## src/rtl/bsem_pkg.sv

```systemverilog
package bsem_pkg;
  typedef struct packed {
    logic miss_succ;
    logic miss_done;
    logic chk_done;
  } oblig_t;
endpackage

```

## src/rtl/bsem_window.sv

```systemverilog
module bsem_window #(
  parameter bit ABORT_EN = 1'b1
) (
  input  logic clk_i,
  input  logic rst_ni,
  input  logic start_i,
  input  logic busy_i,
  input  logic end_i,
  input  logic abort_i,
  output logic hit_o
);
  logic armed_q, armed_d, qual_ok;

  generate
    if (ABORT_EN) begin : g_abort
      assign qual_ok = ~abort_i;
    end else begin : g_no_abort
      assign qual_ok = 1'b1;
    end
  endgenerate

  // a later start inside a live window spans a subset of it: one flag suffices
  assign armed_d = qual_ok & (start_i | (armed_q & busy_i));
  assign hit_o   = armed_q & end_i & qual_ok;

  always_ff @(posedge clk_i or negedge rst_ni) begin
    if (!rst_ni) armed_q <= 1'b0;
    else         armed_q <= armed_d;
  end

  p_arm_from_start_r11: assert property (@(posedge clk_i) disable iff (!rst_ni)
    $rose(armed_q) |-> $past(start_i));

  p_drop_on_idle_r6: assert property (@(posedge clk_i) disable iff (!rst_ni)
    (armed_q && !busy_i && !start_i) |=> !armed_q);

  generate
    if (ABORT_EN) begin : g_abort_chk
      p_abort_blocks_r7: assert property (@(posedge clk_i) disable iff (!rst_ni)
        abort_i |-> !hit_o);
    end
  endgenerate
endmodule

```

## src/rtl/bsem_oblig.sv

```systemverilog
module bsem_oblig
  import bsem_pkg::*;
(
  input  logic   clk_i,
  input  logic   rst_ni,
  input  logic   hit_i,
  input  logic   end_i,
  input  logic   success_i,
  input  logic   done_i,
  output oblig_t res_o
);
  logic done_pend_q;

  always_ff @(posedge clk_i or negedge rst_ni) begin
    if (!rst_ni) done_pend_q <= 1'b0;
    else         done_pend_q <= hit_i;
  end

  // success and done checks are independent, so they can fire in the same cycle
  assign res_o.miss_succ = hit_i & ~success_i;
  assign res_o.miss_done = done_pend_q & ~done_i;
  assign res_o.chk_done  = done_pend_q;

  p_done_follows_end_r5: assert property (@(posedge clk_i) disable iff (!rst_ni)
    done_pend_q |-> $past(end_i));

  p_fail_has_cause_r4: assert property (@(posedge clk_i) disable iff (!rst_ni)
    res_o.miss_succ |-> (end_i && !success_i));
endmodule

```

## src/rtl/bsem_status.sv

```systemverilog
module bsem_status #(
  parameter int CNT_W = 16
) (
  input  logic             clk_i,
  input  logic             rst_ni,
  input  logic             fail_i,
  input  logic             chk_i,
  output logic             error_o,
  output logic [CNT_W-1:0] cnt_o
);
  localparam logic [CNT_W-1:0] CntMax = '1;

  logic             error_q;
  logic [CNT_W-1:0] cnt_q;

  always_ff @(posedge clk_i or negedge rst_ni) begin
    if (!rst_ni) begin
      error_q <= 1'b0;
      cnt_q   <= '0;
    end else begin
      if (fail_i) error_q <= 1'b1;
      if (chk_i && cnt_q != CntMax) cnt_q <= cnt_q + 1'b1;
    end
  end

  assign error_o = error_q;
  assign cnt_o   = cnt_q;

  p_err_sticky_r8: assert property (@(posedge clk_i) disable iff (!rst_ni)
    error_q |=> error_q);

  p_fail_sets_err_r8: assert property (@(posedge clk_i) disable iff (!rst_ni)
    fail_i |=> error_q);

  p_cnt_step_r9: assert property (@(posedge clk_i) disable iff (!rst_ni)
    (cnt_q != $past(cnt_q)) |-> (cnt_q == $past(cnt_q) + 1'b1));
endmodule

```

## src/rtl/bsem_monitor.sv

```systemverilog
module bsem_monitor
  import bsem_pkg::*;
#(
  parameter bit ABORT_EN = 1'b1,
  parameter int CNT_W    = 16
) (
  input  logic             clk_i,
  input  logic             rst_ni,
  input  logic             start_i,
  input  logic             busy_i,
  input  logic             end_i,
  input  logic             abort_i,
  input  logic             success_i,
  input  logic             done_i,
  output logic             fail_o,
  output logic             error_o,
  output logic [CNT_W-1:0] chk_cnt_o
);
  logic   hit;
  oblig_t res;

  bsem_window #(.ABORT_EN(ABORT_EN)) u_window (
    .clk_i(clk_i), .rst_ni(rst_ni), .start_i(start_i), .busy_i(busy_i),
    .end_i(end_i), .abort_i(abort_i), .hit_o(hit)
  );

  bsem_oblig u_oblig (
    .clk_i(clk_i), .rst_ni(rst_ni), .hit_i(hit), .end_i(end_i),
    .success_i(success_i), .done_i(done_i), .res_o(res)
  );

  assign fail_o = res.miss_succ | res.miss_done;

  bsem_status #(.CNT_W(CNT_W)) u_status (
    .clk_i(clk_i), .rst_ni(rst_ni), .fail_i(fail_o), .chk_i(res.chk_done),
    .error_o(error_o), .cnt_o(chk_cnt_o)
  );

  p_reset_quiet_r1: assert property (@(posedge clk_i) disable iff (!rst_ni)
    $rose(rst_ni) |-> (!error_o && chk_cnt_o == '0));
endmodule

```

## config.mk

```make
export PLATFORM = sky130hd
export DESIGN_NAME = bsem_monitor
export DESIGN_NICKNAME = d
export VERILOG_FILES = /design/src/rtl/bsem_pkg.sv /design/src/rtl/bsem_window.sv /design/src/rtl/bsem_oblig.sv /design/src/rtl/bsem_status.sv /design/src/rtl/bsem_monitor.sv
export SDC_FILE = /design/constraint.sdc
export NUM_CORES = 1
export LEC_CHECK = 0
export ABC_AREA = 1
export BUFFER_PORTS_ARGS = -buffer_cell sky130_fd_sc_hd__clkbuf_2
export CELL_PAD_IN_SITES_DETAIL_PLACEMENT = 1
export CELL_PAD_IN_SITES_GLOBAL_PLACEMENT = 2
export CORE_MARGIN = 5
export CORE_UTILIZATION = 25
export CTS_CLUSTER_DIAMETER = 50
export DETAILED_ROUTE_END_ITERATION = 6
export PLACE_DENSITY_LB_ADDON = 0.05
export SLEW_MARGIN = 20
export SYNTH_ARGS = -nofsm -noshare
export SYNTH_HDL_FRONTEND = slang
export SYNTH_SLANG_ARGS = --single-unit
export TNS_END_PERCENT = 20
```

## constraint.sdc

```tcl
create_clock -name clk_i -period 1.26 [get_ports clk_i]
set_input_delay 0.252 -clock clk_i [delete_from_list [all_inputs] [get_ports clk_i]]
set_output_delay 0.252 -clock clk_i [all_outputs]
set_load 0.01 [all_outputs]
```

---- Word level (Yosys, flattened, before mapping) ----
Cells that the tools add are included.
word-level totals
  register bits after elaboration ......... 19
  input port bits ......................... 8
  output and inout bits ................... 18
operators by class
  $add $sub $neg .......................... 1
  equal/unequal tests ..................... 1
  bitwise gates (word level) .............. 11
  reductions and logical operators ........ 1
operators with widths
  cell                                                              number
  16-bit by 1-bit adder with 16-bit output (second input constant)  1
  16-bit != test (second input constant)                            1
  1-bit bitwise AND                                                 6
  1-bit NOT                                                         3
  1-bit OR                                                          2
  1-bit logical AND                                                 1

---- Longest topological paths before layout ----
  depth after elaboration ................. 4
  mapped depth ............................ 9

---- Hierarchy ----
A second synthesis with hierarchy kept.
unflattened totals
  cell total of the unflattened synthesis .. 164
  area total of the unflattened synthesis .. 1139.8 µm²
modules (own cells, without submodules)
  module        times used  cells each  area each (µm²)  sequential area each (µm²)
  bsem_status   1           149         1027.2           425.4
  bsem_oblig    1           6           52.6             25.0
  bsem_window   1           6           48.8             25.0
  bsem_monitor  1           3           11.3             0.0

---- Least setup slack after synthesis ----
OpenSTA, ideal clock, no wires.
  path type ............................... reg2reg
  from .................................... register u_status.cnt_q[0], in the netlist u_status.cnt_o[0]
  to ...................................... register u_status.cnt_q[11], in the netlist u_status.cnt_o[11]
  data arrival time ....................... 1302 ps
  setup slack ............................. -158 ps
  stages on the path, launching flop included .. 9
  path buffers ............................ 0
  clock period less this slack ............ 1418 ps
  path through ............................ dfrtp_1 ha_1 inv_1 nor2_2 nand2_2 nor2_2 nor2_2 nand2_1 nand2_1
on the way
  word-level cells in the longest chain between the ends .. 2
  elaborated cells on any way between the ends .. 3
  those cells by class .................... add/sub: 1; eq/ne: 1; reduce/logical: 1
ends and longest elaborated chain
  what                                                                              line               RTL
  start: declaration                                                                bsem_status.sv:14  logic [CNT_W-1:0] cnt_q;
  start signal: assignment                                                          bsem_status.sv:22  if (chk_i && cnt_q != CntMax) cnt_q <= cnt_q + 1'b1;
  branches (longest 2 deep; another with 16-bit by 1-bit adder with 16-bit output)  --
Parallel ways; which one is timed is not known.
A chain may end at the register's enable or synchronous reset.

---- Worst setup path after layout ----
  from .................................... register u_status.cnt_q[0], in the netlist u_status.cnt_o[0]
  to ...................................... register u_status.cnt_q[6], in the netlist u_status.cnt_o[6]
Same word-level chain as after synthesis.

==> metrics <==
routed wire length=3592 µm; GR Overflow Total=0; Max-cap violations=0; starting DRC count in detailed routing=22; CP startpoint kind=register; Area Overhead vs Synth=59.41%; syn_area_per_cell=7.079 µm²; Slew HR=about 64%; Worst Reg2Reg Path Length in Cells=9; synthesized area=1097 µm²; hold depth=2; TritonCTS clock tree=done; hold endpoint=u_window.armed_q; slowest stage delay, CP=0.45 ns; largest family of logic cells by synthesized area=simple AND/OR/NAND/NOR gates; Ant. Diodes=0; Final nets=233; crit path DAT=1.47 ns; fmax=759.3 MHz; Worst-Margin Slew=0.5335 ns; I/O Buffers=25; number of H-tree levels=1; Synth Area in Compound Gates=1.824%; syn nets=164; vias in the first global route=between 1k and 1.5k; initial antenna violation count=0; maximum vdd ir drop=0.3518 mV; Max Root-Sink Buffers=2; Core Region=4294 µm²; Reg-to-Reg End=u_status.cnt_o[6]; WHS=0.1706 ns; global-route wire length before repair=around 6400 µm; via count=1245; flop2flop setup slack=-0.06 ns; CP delay by family, top=flip-flops; clk sink count=19; WL/cell=13.06 µm; Setup Crit Path Kind=reg2reg; worst clock skew=0.009486 ns; Mapped Cells=155; post-synthesis mux area share=0%; DRC violations left=0; simple-gate share of the synthesized area=between 40% and 50%; Top Ports=26; Fin. Hold Viols=0; CP max FO=8; Synth Area in Adders=1.140%; Place WS=-0.09829 ns; Pwr per Cell Area=906.4 nW/µm²; crit-path cells=ha_4 > inv_2 > nor2_4 > nand2_4 > inv_2 > nand2_8 > nand2_8 > nand2_1 > nand2_1; Seq/Total Area, Yosys=43.33%; number of placement rows=24; CTS buffer count=3; Non-Filler Instances=275; Hold Startpoint=abort_i; RR Startpoint=u_status.cnt_o[0]; drt first pass iters=2; worst setup path start=u_status.cnt_o[0]; ratio of cells with drive above 1 in the final layout=43.95%; Die Y=76.25 µm; total power=1585 µW; worst setup margin=-0.05692 ns; Worst Setup End Kind=register; LEAKAGE=0.0008964 µW; post-route ant nets=0; Yosys warnings=0; Final Setup Violations=14; DIE AREA=between 5000 and 6000 µm²; placer congestion estimate=0.8001; clock-pin slew on the worst setup and hold paths=0.09 ns; initial core utilization=25.55%; Clock Latency Late Sink=0.26 ns; Req. time, crit path=1.41 ns; failing checks=negative setup slack; DIE WIDTH=76.25 µm; Detailed Place HPWL=2984 µm; GRT Resource Usage Total=13.53%; Yosys cell types=16; CP bufs+invs=2; Final Cycle Share=104.5%; placed insts=267; Slew Limit Fails=0; critical path's slowest cell=dfrtp_2; Final min period=1.317 ns; number of synthesized register bits=19; worst min-delay path class=in2reg; pin count of the biggest net entering global routing=20; status=finished, violations left; Root Driver=clkbuf_8; xor/xnor cell area share of the yosys netlist=3.991%; Via density=~4.5; RSZ-0062 raised after global routing=true
-- worst max path at each step --
stage                               endpoint  slack [ns]  cells after the start
after detailed placement   u_status.cnt_o[6]        -0.1                      9
after CTS                  u_status.cnt_o[6]       -0.08                      9
after floorplan            u_status.cnt_o[8]       -0.06                      7
final                      u_status.cnt_o[6]       -0.06                      9
after global routing       u_status.cnt_o[0]       -0.14                      9
after global placement    u_status.cnt_o[11]       -0.08                      9
-- routing by layer --
| layer | wire [µm] | GRT usage [%] |
|---|---|---|
| met1 | 1631 | 16.78 |
| met3 | 78 | 2.009 |
| met2 | 1839 | 23.89 |
| met5 | 0 | 0 |
| met4 | 43 | 4.196 |
-- flip-flops by register name (all words and copies together), names as in the netlist --
register / flops
u_oblig.done_pend_q: 1
u_status.cnt_o: 16
u_status.error_o: 1
u_window.armed_q: 1
-- synth_stat cells --
cell type | n | share of area [%]
or2_2 | 1 | 0.57
nand2_1 | 61 | 21
nand3_1 | 6 | 2.7
ha_1 | 1 | 1.1
dfrtp_1 | 19 | 43
nand4_1 | 9 | 5.1
nand3b_1 | 2 | 1.4
nor2_1 | 17 | 5.8
xor2_1 | 5 | 4.0
nand2_2 | 2 | 1.1
nand2_4 | 2 | 2.1
inv_2 | 2 | 0.68
inv_1 | 19 | 6.5
nor2_2 | 5 | 2.9
a21oi_1 | 2 | 0.91
o21ai_0 | 2 | 0.91
-- power by group --
group / switching, µW / internal (µW)
Clock: 232 / 226
Combinational: 196 / 213
Sequential: 60.7 / 658
-- worst register-to-register path, cell delays in order (launching register included) --
cell and delay [ns]:
dfrtp_2 0.45, ha_4 0.18, inv_2 0.06, nor2_4 0.04, nand2_4 0.10, inv_2 0.08
nand2_8 0.10, nand2_8 0.08, nand2_1 0.07, nand2_1 0.06
-- what timing repair did --
item	4_1_cts	5_1_grt
hold endpoints to repair	19	0
pin swaps	7	2
resized for setup	16	10
hold buffers	1	0
endpoints found under the setup margin	18	20
setup buffers	1	2
-- cell usage in the layout, fill, tap and decap left out, drive strengths merged --
cell type | synthesis | routed
or2 | 1 | 1
a21oi | 2 | 2
dlygate4sd3 | 0 | 1
nand3b | 2 | 2
nand4 | 9 | 9
nand2 | 65 | 65
buf | 0 | 38
inv | 21 | 21
o21ai | 2 | 2
clkbuf | 0 | 29
dfrtp | 19 | 19
nor2 | 22 | 22
nand3 | 6 | 6
xor2 | 5 | 5
ha | 1 | 1
-- metrics by stage --
step | instance area, µm² | utilization (%) | setup TNS, ns
floorplan | 1124 | - | -0.6045
global placement | 1577 | 36.71 | -0.6675
detailed placement | 1577 | 36.71 | -1.041
CTS | 1689 | 39.34 | -0.8681
global route | 1749 | 40.73 | -1.867
finish | 1749 | 40.73 | -0.4882
-- cell type report --
| class | count | area (µm²) |
|---|---|---|
| clock buffers | 4 | 45.04 |
| fillers | 563 | 2545 |
| inverters | 21 | 78.83 |
| multi-input cells | 115 | 649.4 |
| flip-flops and latches | 19 | 479.2 |
| well taps | 52 | 65.06 |
| repair buffers | 64 | 431.7 |
-- cell families after synthesis --
group                      count (synthesis)
AOI/OAI and AO/OA                          4
xor gates and xnor gates                   5
and+or+nand+nor                          105
DFF                                       19
buffers and inverters                     21
adders and majority gates                  1
(Power assumes the default switching activity.)
